### src/rtl/smu_pkg.sv
// Package: shared types for the register-staged memory access unit.
// Assumes: only the sequencer decodes these states.
package smu_pkg;

    typedef enum logic [2:0] {
        ST_IDLE     = 3'd0,
        ST_LD_ADDR  = 3'd1,
        ST_LD_READ  = 3'd2,
        ST_LD_DONE  = 3'd3,
        ST_ST_DATA  = 3'd4,
        ST_ST_ADDR  = 3'd5,
        ST_ST_WRITE = 3'd6
    } smu_state_e;

endpackage

### src/rtl/smu_sequencer.sv
// Module: step sequencer. Walks a load or a store through its three
// one-cycle steps and decodes the register enables and the array strobes.
// Assumes: one command is in flight at a time; rst_n is synchronous.
module smu_sequencer
    import smu_pkg::*;
(
    input  logic clk,
    input  logic rst_n,
    input  logic cmd_valid,
    input  logic cmd_write,
    output logic ready,
    output logic take_cmd,
    output logic load_mar,
    output logic load_mdr_wdata,
    output logic load_mdr_array,
    output logic rd_stb,
    output logic wr_stb,
    output logic done
);

    smu_state_e state_q, state_d;

    // Purpose: choose the next step of the current access.
    always_comb begin
        state_d = state_q;
        unique case (state_q)
            ST_IDLE:     if (cmd_valid) state_d = cmd_write ? ST_ST_DATA : ST_LD_ADDR;
            ST_LD_ADDR:  state_d = ST_LD_READ;
            ST_LD_READ:  state_d = ST_LD_DONE;
            ST_LD_DONE:  state_d = ST_IDLE;
            ST_ST_DATA:  state_d = ST_ST_ADDR;
            ST_ST_ADDR:  state_d = ST_ST_WRITE;
            ST_ST_WRITE: state_d = ST_IDLE;
            default:     state_d = ST_IDLE;
        endcase
    end

    // Purpose: hold the step register; reset returns it to idle.
    always_ff @(posedge clk) begin
        if (!rst_n) state_q <= ST_IDLE;
        else        state_q <= state_d;
    end

    // Purpose: decode the enables and strobes from the current step.
    always_comb begin
        ready          = (state_q == ST_IDLE);
        take_cmd       = ready && cmd_valid;
        load_mar       = (state_q == ST_LD_ADDR) || (state_q == ST_ST_ADDR);
        load_mdr_wdata = (state_q == ST_ST_DATA);
        rd_stb         = (state_q == ST_LD_READ);
        load_mdr_array = rd_stb;
        wr_stb         = (state_q == ST_ST_WRITE);
        done           = (state_q == ST_LD_DONE) || wr_stb;
    end

endmodule

### src/rtl/smu_stage_regs.sv
// Module: command latch plus the address and data staging registers.
// Assumes: the enables come from the sequencer, and at most one of
// load_mdr_wdata and load_mdr_array is high in any cycle.
module smu_stage_regs #(
    parameter int ADDR_W = 4,
    parameter int DATA_W = 16
) (
    input  logic              clk,
    input  logic              rst_n,
    input  logic              take_cmd,
    input  logic [ADDR_W-1:0] cmd_addr,
    input  logic [DATA_W-1:0] cmd_wdata,
    input  logic              load_mar,
    input  logic              load_mdr_wdata,
    input  logic              load_mdr_array,
    input  logic [DATA_W-1:0] array_rdata,
    output logic [ADDR_W-1:0] mar_q,
    output logic [DATA_W-1:0] mdr_q
);

    logic [ADDR_W-1:0] hold_addr_q;
    logic [DATA_W-1:0] hold_data_q;

    // Purpose: capture the command fields at acceptance.
    always_ff @(posedge clk) begin
        if (!rst_n) begin
            hold_addr_q <= '0;
            hold_data_q <= '0;
        end else if (take_cmd) begin
            hold_addr_q <= cmd_addr;
            hold_data_q <= cmd_wdata;
        end
    end

    // Purpose: address staging register, loaded in its step only.
    always_ff @(posedge clk) begin
        if (!rst_n)        mar_q <= '0;
        else if (load_mar) mar_q <= hold_addr_q;
    end

    // Purpose: data staging register, fed by the command or by the array.
    always_ff @(posedge clk) begin
        if (!rst_n)              mdr_q <= '0;
        else if (load_mdr_wdata) mdr_q <= hold_data_q;
        else if (load_mdr_array) mdr_q <= array_rdata;
    end

endmodule

### src/rtl/smu_storage.sv
// Module: word store of 2^ADDR_W words, each DATA_W bits wide.
// Read is combinational from the address, write is on the clock edge.
// Assumes: the contents are not reset and only staged values address it.
module smu_storage #(
    parameter int ADDR_W = 4,
    parameter int DATA_W = 16
) (
    input  logic              clk,
    input  logic              wr_en,
    input  logic [ADDR_W-1:0] addr,
    input  logic [DATA_W-1:0] wdata,
    output logic [DATA_W-1:0] rdata
);

    localparam int DEPTH = 1 << ADDR_W;

    logic [DATA_W-1:0] words [DEPTH];

    // Purpose: one write-enabled register per word.
    for (genvar i = 0; i < DEPTH; i++) begin : g_word
        always_ff @(posedge clk) begin
            if (wr_en && (addr == ADDR_W'(i))) words[i] <= wdata;
        end
    end

    // Purpose: select the addressed word for the data register.
    always_comb rdata = words[addr];

endmodule

### src/rtl/staged_mem_unit.sv
// Module: top of the register-staged memory access unit. It joins the
// sequencer, the staging registers and the word store.
// Assumes: the requester holds its command until cmd_ready is seen.
module staged_mem_unit #(
    parameter int ADDR_W = 4,
    parameter int DATA_W = 16
) (
    input  logic              clk,
    input  logic              rst_n,
    input  logic              cmd_valid,
    input  logic              cmd_write,
    input  logic [ADDR_W-1:0] cmd_addr,
    input  logic [DATA_W-1:0] cmd_wdata,
    output logic              cmd_ready,
    output logic [ADDR_W-1:0] mar_q,
    output logic [DATA_W-1:0] mdr_q,
    output logic              rd_stb,
    output logic              wr_stb,
    output logic              done
);

    logic              take_cmd;
    logic              load_mar;
    logic              load_mdr_wdata;
    logic              load_mdr_array;
    logic [DATA_W-1:0] array_rdata;

    smu_sequencer u_seq (
        .clk            (clk),
        .rst_n          (rst_n),
        .cmd_valid      (cmd_valid),
        .cmd_write      (cmd_write),
        .ready          (cmd_ready),
        .take_cmd       (take_cmd),
        .load_mar       (load_mar),
        .load_mdr_wdata (load_mdr_wdata),
        .load_mdr_array (load_mdr_array),
        .rd_stb         (rd_stb),
        .wr_stb         (wr_stb),
        .done           (done)
    );

    smu_stage_regs #(.ADDR_W(ADDR_W), .DATA_W(DATA_W)) u_stage (
        .clk            (clk),
        .rst_n          (rst_n),
        .take_cmd       (take_cmd),
        .cmd_addr       (cmd_addr),
        .cmd_wdata      (cmd_wdata),
        .load_mar       (load_mar),
        .load_mdr_wdata (load_mdr_wdata),
        .load_mdr_array (load_mdr_array),
        .array_rdata    (array_rdata),
        .mar_q          (mar_q),
        .mdr_q          (mdr_q)
    );

    smu_storage #(.ADDR_W(ADDR_W), .DATA_W(DATA_W)) u_store (
        .clk   (clk),
        .wr_en (wr_stb),
        .addr  (mar_q),
        .wdata (mdr_q),
        .rdata (array_rdata)
    );

endmodule

### config.mk
export PLATFORM = sky130hd
export DESIGN_NAME = staged_mem_unit
export DESIGN_NICKNAME = d
export VERILOG_FILES = /design/src/rtl/smu_pkg.sv /design/src/rtl/smu_sequencer.sv /design/src/rtl/smu_stage_regs.sv /design/src/rtl/smu_storage.sv /design/src/rtl/staged_mem_unit.sv
export SDC_FILE = /design/constraint.sdc
export NUM_CORES = 1
export LEC_CHECK = 0
export BUFFER_PORTS_ARGS = -buffer_cell sky130_fd_sc_hd__buf_2
export CAP_MARGIN = 20
export CORE_MARGIN = 5
export CORE_UTILIZATION = 40
export DETAILED_ROUTE_END_ITERATION = 7
export SYNTH_ARGS = -nofsm -noshare
export SYNTH_HDL_FRONTEND = slang
export SYNTH_SLANG_ARGS = --single-unit
export TNS_END_PERCENT = 20
### constraint.sdc
create_clock -name clk -period 3.8 [get_ports clk]
set_input_delay 0.57 -clock clk [delete_from_list [all_inputs] [get_ports clk]]
set_output_delay 0.57 -clock clk [all_outputs]
set_load 0.02 [all_outputs]
==> results of run 1 <==
## tightest hold or removal path: stages
cell,delay (ns)
buf_2,0.09
nand2_1,0.05
a21oi_1,0.05
## worst min path at each step
stage	slack [ns]	depth (start not counted)	start	endpoint
finish	0.27	3	cmd_addr[0]	u_stage.hold_addr_q[0]$_SDFFE_PN0P_
global route	0.26	3	cmd_addr[0]	u_stage.hold_addr_q[0]$_SDFFE_PN0P_
CTS	0.25	3	cmd_wdata[15]	u_stage.hold_data_q[15]$_SDFFE_PN0P_
detailed placement	0.47	2	u_stage.hold_data_q[0]$_SDFFE_PN0P_	u_stage.hold_data_q[0]$_SDFFE_PN0P_
global placement	0.46	2	u_stage.hold_data_q[5]$_SDFFE_PN0P_	u_stage.hold_data_q[5]$_SDFFE_PN0P_
floorplan	0.44	2	u_stage.hold_addr_q[0]$_SDFFE_PN0P_	u_stage.hold_addr_q[0]$_SDFFE_PN0P_
## routing by layer
metal,part of all wire,vias up
li1,-,2666
met4,0.019,0
met1,0.45,3179
met3,0.060,38
met2,0.47,206
met5,0,-
## Yosys cell counts, types with 2 or more instances
library cell and count:
a211o_1 4, a21oi_1 23, a221oi_1 2, a22o_1 18, a22oi_1 22, a31oi_1 2
and2_1 3, buf_2 10, buf_4 4, buf_6 2, clkbuf_1 17, dfxtp_1 47
edfxtp_1 256, inv_1 4, mux2i_1 26, mux4_2 62, nand2_1 42, nand2b_1 3
nand3_1 3, nand3b_1 2, nor2_1 28, nor2b_1 4, nor3_1 8, nor3_2 2
o211ai_1 12, o21ai_0 3, or2_2 11
## registers in the layout, indices dropped and copies added (netlist names), named ones only
name	count
u_stage.hold_data_q	16
u_seq.state_q	3
u_store.words	256
u_stage.hold_addr_q	4
u_stage.mar_q	4
u_stage.mdr_q	16
## cells by family (layout without fill, tap and decap cells)
logic type                Yosys count  after routing  synth area share
xor gates and xnor gates            1              1          0.000751
AOI/OAI and AO/OA                  89             89            0.0539
buffers and inverters              41            128            0.0192
DFF                               303            303             0.739
and+or+nand+nor                   110            110            0.0448
muxes                              88             88             0.142
## stage by stage
| step | total power, uW | worst slack, ns | hold WS (ns) | cells | util |
|---|---|---|---|---|---|
| 6_report | 6880 | 1.17 | 0.266 | 1103 | 0.463 |
| 5_1_grt | 7130 | 1.11 | 0.263 | 1103 | 0.463 |
| 4_1_cts | 6940 | 1.19 | 0.246 | 1103 | 0.463 |
| 3_5_place_dp | 4150 | 1.22 | 0.469 | 1047 | 0.431 |
| 3_3_place_gp | 4130 | 1.29 | 0.456 | 1047 | 0.431 |
| 2_1_floorplan | 4010 | 0.886 | 0.436 | 632 | - |
## cell usage in the layout (no fill, tap or decap), types with 3 or more instances in the layout
cell type,count
nor2_1,17
inv_1,4
dfxtp_1,45
buf_2,47
a21oi_1,23
clkinv_2,4
mux2i_1,26
and2_1,3
edfxtp_1,256
nor3_1,4
nand2_1,42
nor3_2,6
clkbuf_8,7
nand3_1,3
or2_2,11
buf_4,18
clkbuf_1,13
a22o_1,18
o211ai_1,12
nor2b_1,4
mux4_2,62
clkbuf_16,31
a211o_1,4
a22oi_1,22
nor2_2,11
nand2b_1,3
## area by class of cell
class / count / share of cell area
sequential: 303 / 0.647
multi-input combinational: 288 / 0.215
clock buffer: 51 / 0.0690
tap: 384 / 0.0360
timing repair buffer: 66 / 0.0293
clock inverter: 5 / 0.00178
inverter: 6 / 0.00169
## power breakdown
group / switching [uW] / internal, uW / leakage (uW)
Clock: 1180 / 1630 / 0.000465
Sequential: 100 / 3660 / 0.00274
Combinational: 189 / 121 / 0.00112
==> metrics.md, run 1 <==
| Metric | Value |
|---|---|
| End of the critical path | u_store.words[8][2]$_DFFE_PP_ |
| CP Depth | 4 |
| Final Max Tran Viols | 0 |
| Worst-path fanout max | 29 |
| M3 GR Usage | 0.0235 |
| CP Class | reg2reg |
| Gr busiest metal | met2 |
| Top post-synthesis cells by area | edfxtp_1 66%, mux4_2 12%, dfxtp_1 8.1% |
| DRC viols | 0 |
| Synthesized area | 0.0117 mm^2 |
| Async S/R FF share, synth | 0 |
| Drt total wl | 26.0 mm |
| WP buf/inv | 1 |
| Synth Net Count | 656 |
| DRT Pass-1 Iters | 5 |
| Setup Buffers After CTS | 0 |
| Die Y | approximately 180 um |
| # rows | 62 |
| Fraction of the yosys area taken by sequential cells | 0.739 |
| Worst-Margin Slew | 1.08 ns |
| Later-pin clock latency in the skew report | around 0.55 ns |
| Largest area contributor in the netlist | edfxtp_1 |
| Max Cap Viol | 0 |
| # IOs | 48 |
| Largest net degree at the start of global routing | 38 |
| H-tree depth | 1 |
| CP Launch Point | u_seq.state_q[1]$_SDFFE_PN0P_ |
| Vias in the first global route | approximately 6300 |
| Slew HR | 0.280 |
| N_diodes | 0 |
| Drt wl/cell | 23.6 um |
| CTS Sinks | 303 |
| Max incr delay on CP | ~0.8 ns |
| Die width | around 180 um |
| Syn Area/Cell | 18.5 um^2 |
| Hold WC Path Type | in2reg |
| Vias | 6089 |
| CTS root buffer | clkbuf_16 |
| Main synth FF type | edfxtp_1 |
| Area Growth Syn to Fin | 14.3% |
| Leak | approximately 0.0043 uW |
| Outcome | completed |
| Post-detail-place hpwl | 16.6 mm |
| Setup TNS | 0 ns |
| Synth top area share | 0.659 |
| Post-DP Area | around 0.012 mm^2 |
| Final ANT Viol Nets | 0 |
| Slowest CP cell | nor2_2 |
| EDFF count, synth | approximately 260 |
| Max Clk Rate | ~380 MHz |
| GRT met2 Usage | 0.248 |
| Hold Buf Count CTS | 0 |
| Crit-path leading delay family | simple AND/OR/NAND/NOR gates |
| Gpl congestion | between 0.7 and 0.8 |
| Port bufs | 47 |
| Detailed Route Iter0 Violations | 556 |
| Reg2reg setup slack | 1.17 ns |
| R2R cell count | 4 |
| Routing usage on met1 | 0.231 |
| Critical Path End Type | flip-flop |
| Yosys warns | 0 |
| Distinct cells, synth | 39 |
| Starting Density | 0.405 |
| Max Clock Skew | roughly 0.014 ns |
| #FFs+latches synth | 303 |
| Peak supply drop | between 0.3 and 0.4 mV |
| Reg-to-reg endpoint | u_store.words[8][2]$_DFFE_PP_ |
| CTS tree | yes |
| Unrepaired setup endpoints after global routing | no |
| Number of fill cells in the layout | 2411 |
| Nets | around 700 |
| Post-CTS Resized | 0 |
| Initial antenna violation count | 0 |
| Mapped Cells | 632 |
| Clock buffer depth | 3 |
| Share of cells above drive strength 1 | 0.282 |
| Final setup vio count | 0 |
| Multi-input gate area | about 0.0029 mm^2 |
| Crit path cell chain | buf_4 -> and3_1 -> or3b_2 -> nor2_2 |
| Final Hold Viols | 0 |
| RR Startpoint | u_seq.state_q[1]$_SDFFE_PN0P_ |
| DR vias/cell | between 5 and 6 |
| Core area | between 0.02 and 0.03 mm^2 |
| Total overflow reported by the global router | 0 |
| Worst path required time | about 4 ns |
| Clock slew at reported path FFs | about 0.060 ns |
| Critical Path AT | around 2.8 ns |
| TritonCTS buffer count | 30 |
| Cell Pwr Density | slightly above 500 mW/mm^2 |
| Fin crit share | 0.693 |
| GRT Total Usage | 0.156 |
| First-pass GRT wire length | between 30 and 40 mm |
| Fin area | roughly 0.013 mm^2 |
| Worst Setup Start Kind | flip-flop |
| Storage cell area | between 0.008 and 0.009 mm^2 |
| Die area | 0.0327 mm^2 |
| Minimum clock period | approximately 2.6 ns |
No activity file was read; power rests on OpenSTA's default activity.
==> inputs of run 2 (changes only) <==
==> constraint.sdc (replaced) <==
create_clock -name clk -period 2.27 [get_ports clk]
set_input_delay 0.3405 -clock clk [delete_from_list [all_inputs] [get_ports clk]]
set_output_delay 0.3405 -clock clk [all_outputs]
set_load 0.02 [all_outputs]
==> metrics.md, run 2 (same netlist as run 1, synthesis figures left out) <==
| Metric | Value |
|---|---|
| Outcome | completed |
| Commonest cells after routing, fill and taps aside | 256 x edfxtp_1, 62 x mux4_2, 47 x buf_2, 45 x dfxtp_1, 42 x nand2_1 |
| Final ANT Viol Nets | 0 |
| N_diodes | 0 |
| Dpl ws | between 0.3 and 0.4 ns |
| Setup Buffers After CTS | 0 |
| Vias | between 6000 and 7000 |
| Sequential Power Share | 0.548 |
| Crit-path leading delay family | flip-flops |
| Switching part of the total | 0.217 |
| Later-pin clock latency in the skew report | approximately 0.55 ns |
| Worst-path fanout max | 19 |
| Post-DP Area | between 0.01 and 0.015 mm^2 |
| Die width | 181 um |
| DRC viols | 0 |
| Critical Path End Type | primary output |
| Hold WC Path Type | in2reg |
| P_int | 8960 uW |
| Max incr delay on CP | between 0.8 and 0.9 ns |
| Final Hold Viols | 0 |
| Die Y | 181 um |
| First-pass GRT wire length | about 39 mm |
| Final Worst Setup Slack | around 0.22 ns |
| Total overflow reported by the global router | 0 |
| Regs by FF count | u_store.words: 256 flops, u_stage.hold_data_q: 16 flops, u_stage.mdr_q: 16 flops |
| Max Clock Skew | 0.0190 ns |
| Critical Path AT | around 1.7 ns |
| Cell Pwr Density | 848 mW/mm^2 |
| Core area | between 0.02 and 0.03 mm^2 |
| Worst path required time | 1.93 ns |
| Drt wl/cell | about 23 um |
| Max reg flops | approximately 260 |
| Minimum clock period | between 2 and 2.5 ns |
| DR vias/cell | 5.42 |
| GRT Total Usage | 0.153 |
| Hold Buf Count CTS | 0 |
| CTS tree | yes |
| Worst Setup Start Kind | flip-flop |
| Largest net degree at the start of global routing | 38 |
| Nets | 742 |
| Clock slew at reported path FFs | about 0.06 ns |
| Commonest non-fill, non-tap cell in the layout | edfxtp_1 |
| Detailed Route Iter0 Violations | between 500 and 600 |
| Crit path cell chain | buf_2 |
| # IOs | 48 |
| Setup TNS | 0 ns |
| Biggest register | u_store.words |
| Net load switching power | between 2000 and 2500 uW |
| DRT Pass-1 Iters | 5 |
| Starting Density | 0.405 |
| Port bufs | 47 |
| Gpl congestion | roughly 0.8 |
| Tot Pwr | between 10000 and 15000 uW |
| Final Max Tran Viols | 0 |
| # rows | a little over 60 |
| Peak supply drop | 0.576 mV |
| Vias in the first global route | 6103 |
| Fin crit share | 0.904 |
| Max Cap Viol | 0 |
| Post-detail-place hpwl | 16.6 mm |
| CP Class | reg2out |
| Leak | around 0.0044 uW |
| H-tree depth | 1 |
| Initial antenna violation count | 0 |
| Fin area | ~0.014 mm^2 |
| Slew HR | 0.467 |
| Slowest CP cell | dfxtp_1 |
| Clock network power share | 0.402 |
| Clock buffer depth | 3 |
| CTS root buffer | clkbuf_16 |
| Area Growth Syn to Fin | 15.7% |
| Drt total wl | roughly 25 mm |
| CTS Sinks | roughly 300 |
| Share of cells above drive strength 1 | 0.292 |
| Final setup vio count | 0 |
| Die area | approximately 0.033 mm^2 |
| Worst-Margin Slew | 0.798 ns |
| TritonCTS buffer count | 30 |
| Max Clk Rate | between 400 and 500 MHz |
| Combinational power share | 0.050 |
| WP buf/inv | 1 |
| Post-CTS Resized | 0 |
| Unrepaired setup endpoints after global routing | no |
run 2: final cells by class:
cell class / count / area, um^2
fill: 2407 / 15300
multi-input combinational: 288 / 2840
clock inverter: 14 / 76.3
timing repair buffer: 89 / 601
clock buffer: 42 / 847
sequential: 303 / 8630
inverter: 6 / 22.5
tap: 384 / 480
run 2: power groups by stage:
stage               Sequential, uW  Combinational, uW  Clock, uW
finish                        6270                574       4600
global route                  6290                626       4930
CTS                           6270                580       4710
detailed placement            6390                579          0
global placement              6380                566          0
floorplan                     6370                344          0
run 2: routing by layer:
| layer | share of wire | global-route usage | wire [um] | vias up |
|---|---|---|---|---|
| met5 | 0 | 0 | 0 | - |
| met1 | 0.44 | 0.224 | 11100 | 3157 |
| met2 | 0.49 | 0.249 | 12400 | 192 |
| li1 | - | - | - | 2715 |
| met3 | 0.057 | 0.0181 | 1450 | 35 |
| met4 | 0.018 | 0.0369 | 456 | 0 |
run 2: path summary, 6_finish.rpt:
kind	start	end	slack (ns)	cells after the start
min	cmd_wdata[4]	u_stage.hold_data_q[4]$_SDFFE_PN0P_	0.03	3
max reg2reg	flip-flop	u_stage.mdr_q[2]$_SDFFE_PN0P_	0.29	5
max	u_stage.mdr_q[12]$_SDFFE_PN0P_	mdr_q[12]	0.22	1
min reg2reg	u_stage.hold_addr_q[3]$_SDFFE_PN0P_	u_stage.hold_addr_q[3]$_SDFFE_PN0P_	0.46	2
run 2: stage by stage:
| stage | utilization | hold WS, ns | cells |
|---|---|---|---|
| 6_report | 0.469 | 0.0275 | 1126 |
| 5_1_grt | 0.469 | 0.0146 | 1126 |
| 4_1_cts | 0.469 | 0.00463 | 1126 |
| 3_5_place_dp | 0.437 | 0.450 | 1070 |
| 3_3_place_gp | 0.437 | 0.444 | 1070 |
| 2_1_floorplan | - | 0.436 | 632 |
